<file path="src/rtl/kbd_seq_pkg.sv">
package kbd_seq_pkg;

  localparam logic [7:0] CMD_INHIBIT = 8'h9C;
  localparam logic [7:0] ARG_INHIBIT = 8'h70;
  localparam logic [7:0] KBD_ACK     = 8'hFA;
  localparam logic [7:0] KBD_REINIT  = 8'h60;

  typedef enum logic [2:0] {
    ST_RST_LOW,
    ST_RST_SETTLE,
    ST_DRAIN,
    ST_HOLD,
    ST_SEND,
    ST_POST,
    ST_WAIT,
    ST_RUN
  } seq_state_e;

  // Cycles for a delay in microseconds; never below one cycle.
  function automatic int unsigned us_ticks(input int unsigned us, input int unsigned tpu);
    int unsigned t;
    t = us * tpu;
    return (t == 0) ? 1 : t;
  endfunction

  function automatic int unsigned max2(input int unsigned a, input int unsigned b);
    return (a > b) ? a : b;
  endfunction

  // Bit 7 marks a key release.
  function automatic logic is_release(input logic [7:0] code);
    return code[7];
  endfunction

endpackage

</file>
<file path="src/rtl/kbd_delay_timer.sv">
module kbd_delay_timer #(
  parameter int unsigned CNT_W = 16
) (
  input  logic             clk,
  input  logic             rst_n,
  input  logic             restart,
  input  logic [CNT_W-1:0] limit,
  output logic             expired
);

  logic [CNT_W-1:0] cnt_q;

  // The phase lasts exactly `limit` cycles, counted from its first cycle.
  assign expired = (cnt_q == limit - 1'b1);

  always_ff @(posedge clk or negedge rst_n) begin
    if (!rst_n)       cnt_q <= '0;
    else if (restart) cnt_q <= '0;
    else if (!expired) cnt_q <= cnt_q + 1'b1;
  end

endmodule

</file>
<file path="src/rtl/kbd_cmd_fsm.sv">
module kbd_cmd_fsm
  import kbd_seq_pkg::*;
#(
  parameter int unsigned CNT_W    = 16,
  parameter int unsigned T_RSTLO  = 30,
  parameter int unsigned T_SETTLE = 26,
  parameter int unsigned T_HOLD1  = 100,
  parameter int unsigned T_HOLD2  = 50,
  parameter int unsigned T_POST   = 50
) (
  input  logic       clk,
  input  logic       rst_n,
  input  logic       tx_ready,
  input  logic       rx_valid,
  input  logic [7:0] rx_data,
  output logic       tx_valid,
  output logic [7:0] tx_data,
  output logic       rx_ready,
  output logic       kbd_rdy,
  output logic       kbd_rst_n,
  output logic       cfg_done,
  output logic       run_mode
);

  seq_state_e state_q, state_d;
  logic       second_q, second_d;
  logic       done_q, done_d;
  logic [CNT_W-1:0] limit;
  logic       phase_over;
  logic       phase_change;

  always_comb begin
    unique case (state_q)
      ST_RST_LOW:    limit = CNT_W'(T_RSTLO);
      ST_RST_SETTLE: limit = CNT_W'(T_SETTLE);
      ST_HOLD:       limit = second_q ? CNT_W'(T_HOLD2) : CNT_W'(T_HOLD1);
      ST_POST:       limit = CNT_W'(T_POST);
      default:       limit = CNT_W'(1);
    endcase
  end

  assign phase_change = (state_d != state_q);

  kbd_delay_timer #(.CNT_W(CNT_W)) u_timer (
    .clk     (clk),
    .rst_n   (rst_n),
    .restart (phase_change),
    .limit   (limit),
    .expired (phase_over)
  );

  always_comb begin
    state_d  = state_q;
    second_d = second_q;
    done_d   = done_q;
    unique case (state_q)
      ST_RST_LOW:    if (phase_over) state_d = ST_RST_SETTLE;
      ST_RST_SETTLE: if (phase_over) state_d = ST_DRAIN;
      ST_DRAIN: if (!rx_valid) begin
        state_d  = ST_HOLD;
        second_d = 1'b0;
      end
      ST_HOLD: if (phase_over) state_d = ST_SEND;
      ST_SEND: if (tx_ready) state_d = ST_POST;
      ST_POST: if (phase_over) state_d = ST_WAIT;
      ST_WAIT: if (rx_valid) begin
        if (rx_data != KBD_ACK) begin
          state_d  = ST_HOLD;
          second_d = 1'b0;
        end else if (!second_q) begin
          state_d  = ST_HOLD;
          second_d = 1'b1;
        end else begin
          state_d = ST_RUN;
          done_d  = 1'b1;
        end
      end
      ST_RUN: if (rx_valid && rx_data == KBD_REINIT) begin
        state_d = ST_DRAIN;
        done_d  = 1'b0;
      end
      default: state_d = ST_RST_LOW;
    endcase
  end

  always_ff @(posedge clk or negedge rst_n) begin
    if (!rst_n) begin
      state_q  <= ST_RST_LOW;
      second_q <= 1'b0;
      done_q   <= 1'b0;
    end else begin
      state_q  <= state_d;
      second_q <= second_d;
      done_q   <= done_d;
    end
  end

  assign tx_valid  = (state_q == ST_SEND);
  assign tx_data   = second_q ? ARG_INHIBIT : CMD_INHIBIT;
  assign rx_ready  = (state_q == ST_DRAIN) || (state_q == ST_WAIT) || (state_q == ST_RUN);
  assign kbd_rdy   = (state_q == ST_RST_LOW) || (state_q == ST_RST_SETTLE) ||
                     (state_q == ST_DRAIN) || (state_q == ST_HOLD) || (state_q == ST_SEND);
  assign kbd_rst_n = (state_q != ST_RST_LOW);
  assign cfg_done  = done_q;
  assign run_mode  = (state_q == ST_RUN);

  // an offered byte is held until the transmitter takes it
  a_r10_tx_hold: assert property (@(posedge clk) disable iff (!rst_n)
    tx_valid && !tx_ready |=> tx_valid && $stable(tx_data));

  // the handshake line is up whenever a byte is offered
  a_r4_rdy_with_tx: assert property (@(posedge clk) disable iff (!rst_n)
    tx_valid |-> kbd_rdy);

  // no command while the keyboard is held in reset
  a_r1_no_cmd_in_reset: assert property (@(posedge clk) disable iff (!rst_n)
    tx_valid |-> kbd_rst_n);

  // after a byte goes out, no response is taken at once and the line drops
  a_r5_post_quiet: assert property (@(posedge clk) disable iff (!rst_n)
    tx_valid && tx_ready |=> !rx_ready && !kbd_rdy);

  // a bad answer sends the sequence back to the first command byte
  a_r6_retry_first: assert property (@(posedge clk) disable iff (!rst_n)
    (state_q == ST_WAIT) && rx_valid && rx_data != KBD_ACK |=> kbd_rdy && tx_data == CMD_INHIBIT && !cfg_done);

endmodule

</file>
<file path="src/rtl/kbd_scan_fwd.sv">
module kbd_scan_fwd
  import kbd_seq_pkg::*;
(
  input  logic       clk,
  input  logic       rst_n,
  input  logic       run_mode,
  input  logic       rx_valid,
  input  logic [7:0] rx_data,
  output logic       scan_valid,
  output logic [7:0] scan_code,
  output logic       scan_release
);

  logic       pass_now;
  logic       valid_q;
  logic [7:0] code_q;

  assign pass_now = run_mode && rx_valid && (rx_data != KBD_REINIT);

  always_ff @(posedge clk or negedge rst_n) begin
    if (!rst_n) begin
      valid_q <= 1'b0;
      code_q  <= '0;
    end else begin
      valid_q <= pass_now;
      if (pass_now) code_q <= rx_data;
    end
  end

  assign scan_valid   = valid_q;
  assign scan_code    = code_q;
  assign scan_release = is_release(code_q);

endmodule

</file>
<file path="src/rtl/kbd_init_seq.sv">
module kbd_init_seq
  import kbd_seq_pkg::*;
#(
  parameter int unsigned TICKS_PER_US  = 100,
  parameter int unsigned RST_LOW_US    = 15,
  parameter int unsigned RST_SETTLE_US = 13,
  parameter int unsigned HOLD1_US      = 500000,
  parameter int unsigned HOLD2_US      = 100000,
  parameter int unsigned POST_US       = 100000
) (
  input  logic       clk,
  input  logic       rst_n,
  output logic       tx_valid,
  output logic [7:0] tx_data,
  input  logic       tx_ready,
  input  logic       rx_valid,
  input  logic [7:0] rx_data,
  output logic       rx_ready,
  output logic       kbd_rdy,
  output logic       kbd_rst_n,
  output logic       cfg_done,
  output logic       scan_valid,
  output logic [7:0] scan_code,
  output logic       scan_release
);

  localparam int unsigned T_RSTLO  = us_ticks(RST_LOW_US, TICKS_PER_US);
  localparam int unsigned T_SETTLE = us_ticks(RST_SETTLE_US, TICKS_PER_US);
  localparam int unsigned T_HOLD1  = us_ticks(HOLD1_US, TICKS_PER_US);
  localparam int unsigned T_HOLD2  = us_ticks(HOLD2_US, TICKS_PER_US);
  localparam int unsigned T_POST   = us_ticks(POST_US, TICKS_PER_US);
  localparam int unsigned T_MAX    = max2(max2(max2(T_RSTLO, T_SETTLE), max2(T_HOLD1, T_HOLD2)), T_POST);
  localparam int unsigned CNT_W    = $clog2(T_MAX + 1);

  logic run_mode;

  kbd_cmd_fsm #(
    .CNT_W(CNT_W), .T_RSTLO(T_RSTLO), .T_SETTLE(T_SETTLE),
    .T_HOLD1(T_HOLD1), .T_HOLD2(T_HOLD2), .T_POST(T_POST)
  ) u_fsm (
    .clk       (clk),
    .rst_n     (rst_n),
    .tx_ready  (tx_ready),
    .rx_valid  (rx_valid),
    .rx_data   (rx_data),
    .tx_valid  (tx_valid),
    .tx_data   (tx_data),
    .rx_ready  (rx_ready),
    .kbd_rdy   (kbd_rdy),
    .kbd_rst_n (kbd_rst_n),
    .cfg_done  (cfg_done),
    .run_mode  (run_mode)
  );

  kbd_scan_fwd u_fwd (
    .clk          (clk),
    .rst_n        (rst_n),
    .run_mode     (run_mode),
    .rx_valid     (rx_valid),
    .rx_data      (rx_data),
    .scan_valid   (scan_valid),
    .scan_code    (scan_code),
    .scan_release (scan_release)
  );

  // scan output only once configured
  a_r7_scan_needs_done: assert property (@(posedge clk) disable iff (!rst_n)
    scan_valid |-> cfg_done);

  // a configured byte other than the reinit code comes out one cycle later
  a_r8_forward: assert property (@(posedge clk) disable iff (!rst_n)
    rx_valid && rx_ready && cfg_done && rx_data != KBD_REINIT
    |=> scan_valid && scan_code == $past(rx_data) && scan_release == $past(rx_data[7]));

  // the reinit code is swallowed and drops the done flag
  a_r9_reinit: assert property (@(posedge clk) disable iff (!rst_n)
    rx_valid && rx_ready && cfg_done && rx_data == KBD_REINIT |=> !scan_valid && !cfg_done);

endmodule

</file>
<file path="config.mk">
export PLATFORM = sky130hd
export DESIGN_NAME = kbd_init_seq
export DESIGN_NICKNAME = d
export VERILOG_FILES = /design/src/rtl/kbd_seq_pkg.sv /design/src/rtl/kbd_delay_timer.sv /design/src/rtl/kbd_cmd_fsm.sv /design/src/rtl/kbd_scan_fwd.sv /design/src/rtl/kbd_init_seq.sv
export SDC_FILE = /design/constraint.sdc
export NUM_CORES = 1
export LEC_CHECK = 0
export ABC_AREA = 1
export BUFFER_PORTS_ARGS = -buffer_cell sky130_fd_sc_hd__buf_2
export CAP_MARGIN = 20
export CORE_UTILIZATION = 52
export CTS_CLUSTER_SIZE = 24
export DETAILED_ROUTE_END_ITERATION = 10
export GPL_TIMING_DRIVEN = 0
export PLACE_DENSITY = 0.75
export SETUP_SLACK_MARGIN = 0.05
export SYNTH_ARGS = -nofsm -noshare
export SYNTH_HDL_FRONTEND = slang
export SYNTH_SLANG_ARGS = --single-unit
</file>
<file path="constraint.sdc">
create_clock -name clk -period 2.1 [get_ports clk]
set_input_delay 0.315 -clock clk [delete_from_list [all_inputs] [get_ports clk]]
set_output_delay 0.315 -clock clk [all_outputs]
set_load 0.01 [all_outputs]
</file>
==> results.yml <==
worst_setup_path:
  cp.required_ps: 2280
  r2r_cells: 18
  setup.worst_path.start_class: "register"
  crit_family: "simple AND/OR/NAND/NOR gates"
  worst_ep_arrival_time_ps: 2460
  cp_max_fo: 8
  worst_r2r_startpoint: "u_fsm.state_q[0]$_DFF_PN0_"
  slowest_delay_ps: 390
  critPathBufInv: 3
  r2r_slack_ps: -170
  setup.worst_path.class: "register to register"
  slowest_stage: "dfrtp_1"
  endpoint_kind: "register"
  cp_num_cells: 18
  cp-endpoint: "u_fsm.u_timer.cnt_q[20]$_DFFE_PN0P_"
  startpoint: "u_fsm.state_q[0]$_DFF_PN0_"
  critPathMostFrequentCell: "nand2_2"
  crit_chain: "buf_6 -> nand2_4 -> nor2_4 -> nand2_2 -> nand2_1 -> nand2_1 -> nor2_2 -> nand2_1 -> nor2_2 -> nand4_4 -> nand2_2 -> nand2_2 -> nand2_2 -> nand2_2 -> nand2_4 -> buf_12 -> clkbuf_16 -> nor2_2"
  reg2reg_to: "u_fsm.u_timer.cnt_q[20]$_DFFE_PN0P_"
cts:
  cts_buffer_depth: 2
  clock-sinks: 40
  htreeDepth: 2
  cts_tree: "built"
  cts_inserted_buffers: 5
  root_buffer: "clkbuf_8"
  cts.clk_slew.worst_paths_ps: 80
  clk_latency_ps: 290
sta:
  report.final.slew_viol_count: 0
  finalHoldViolCount: 0
  fin_setup_tns_ps: -3190
  rsz0062_at_grt: "true"
  period_share: 1.08
  setup_viol: 26
  post-route-min-period_ps: 2270
  worstMarginPinSlew_ps: 912
  fmax_ghz: 0.440
  fin_worst_skew_ps: 2.47
  fin_ws_ps: -171
  max_slew_margin: 0.392
floorplanning:
  pin_count: 35
  placeableCoreArea_um2: 4720
  die-area_um2: 5160
  rows: 25
  die_h_um: 71.9
  start_util: 0.537
  die_x_um: 71.9
route:
  vias: 2341
  wirelength_mm: 6.19
  drc_errors: 0
  drtPass1Iterations: 4
  drtIter0Drc: 195
  vias_per_cell: 5.06
  ant_nets: 0
  wl_per_cell_um: 13.4
logic_synthesis:
  yosysSeqAreaShare: 0.394
  ys_warn_count: 0
  synthDistinctLibCells: 27
  synth_top_area_frac: 0.394
  synth_simple_gate_area_share: 0.349
  synth_top_family_by_area: "simple AND/OR/NAND/NOR gates"
  synthAdderAreaFrac: 0.00493
  ys_seq_elements: 40
  yosysTopAreaCell: "dfrtp_1"
  synthMuxAreaShare: 0
  synthTopCellsByArea: "dfrtp_1 (39%), nand2_1 (12%), xor2_1 (9.0%)"
  synthXorXnorAreaFrac: 0.0897
  syn_avg_cell_area_um2: 7.46
  synth_compound_area_frac: 0.0454
  netlist_area_um2: 2540
  synth_cells: 340
final_layout:
  multi_input_area_um2: 1370
  drive_above_1_share: 0.316
  nFillCells: 388
  final_cell_mix: "nand2_1 (71), inv_1 (40), dfrtp_1 (40)"
  antenna_cells: 0
  seq_area_um2: 1000
  layout.nets: 408
  syn_to_final_growth_pct: 27.9
  layout_commonest_cell: "nand2_1"
  final_util: 0.687
placed_design:
  io_buffers: 31
  dp_hpwl_mm: 4.18
  place_congestion: 0.903
  place_ws_ps: -309
run_status:
  outcome: "finished, violations left"
  violations: "setup timing"
global_routing:
  antenna_found_initial: 0
  grt-ovfl-total: 0
  grt_pass1_wl_mm: 10.4
  grt_max_degree: 41
  grt_pass1_vias: 2221
  grt_use_total: 0.262
pwr:
  p_per_area_nw_per_um2: 1040
  ir_drop_mv: 0.492
  p_leak_nw: 1.57
run:
  maxCapViolCount: 0
worst_hold_path:
  hp-class: "primary input to asynchronous set/reset pin"
## where the power goes
group | leakage [nW] | switching (mW) | internal [mW] | total [mW]
logic | 0.964 | 0.902 | 0.880 | 1.78
clock network | 0.0645 | 0.278 | 0.420 | 0.698
registers | 0.541 | 0.0686 | 0.831 | 0.900
## state kept, by name, summed over array words and instances (netlist names)
register             cells
u_fsm.cfg_done           1
u_fsm.u_timer.cnt_q     26
u_fsm.state_q            3
u_fwd.scan_valid         1
u_fwd.scan_code          8
u_fsm.second_q           1
## layer usage
layer  up-vias  wire length [µm]  GRT usage
met3         8               192     0.0380
li1       1175                 -          -
met1      1107              2970      0.375
met2        51              2940      0.416
met5         -                 0          0
met4         0                91     0.0763
## metrics by stage
step	hold WS [ps]	cells	instance area, µm²	power, mW
after CTS	181	459	3180	3.22
after global placement	463	439	2780	1.89
final	146	463	3240	3.38
after detailed placement	478	439	2780	1.91
after floorplan	19.4	341	2540	1.67
after global routing	237	463	3240	3.56
## worst min-delay path by stage
stage | slack, ps | cells after the start | to
global route | 240 | 1 | u_fsm.u_timer.cnt_q[12]$_DFFE_PN0P_
global placement | 460 | 2 | u_fwd.scan_code[5]$_DFFE_PN0P_
finish | 150 | 1 | u_fsm.state_q[0]$_DFF_PN0_
CTS | 180 | 1 | u_fsm.state_q[0]$_DFF_PN0_
floorplan | 20 | 0 | u_fsm.cfg_done$_DFFE_PN0P_
detailed placement | 480 | 2 | u_fwd.scan_code[0]$_DFFE_PN0P_
## kinds of logic after synthesis
logic type                 after synthesis
other                                    2
buffers and inverters                   60
adders and majority gates                1
AOI/OAI and AO/OA                       21
xor gates and xnor gates                26
and+or+nand+nor                        190
DFF                                     40
## what timing repair did
item,4_1_cts,5_1_grt
gates cloned,1,1
hold buffers,0,0
buffers inserted,11,4
pin swaps,2,2
setup endpoints to repair,26,28
resized for setup,39,9
## worst reg2reg max path: stages (launching register included)
cell       delay [ps]
dfrtp_1           390
buf_6             170
nand2_4            70
nor2_4            120
nand2_2            70
nand2_1            80
nand2_1            60
nor2_2            110
nand2_1            90
nor2_2            160
nand4_4           130
nand2_2            90
nand2_2            70
nand2_2            90
nand2_2            60
nand2_4           110
buf_12            130
clkbuf_16         140
nor2_2             30
## cell usage after synthesis, drive strengths merged
library cell	instances
nor3	6
xor2	26
ha	1
clkbuf	1
o21ai	14
dfrtp	40
inv	45
conb	2
nor3b	1
nand2	83
nor2	55
nor4b	1
nand3	27
o2111ai	2
a22oi	1
a21oi	4
nand4	11
buf	14
nor4	6
## layout make-up
cell class / count / area share
multi-input combinational: 241 / 0.423
sequential: 40 / 0.309
timing repair buffer: 48 / 0.110
inverter: 45 / 0.0536
buffer: 14 / 0.0397
clock buffer: 7 / 0.0297
tap: 67 / 0.0258
clock inverter: 1 / 0.00926
No activity file was read; power rests on OpenSTA's default activity.
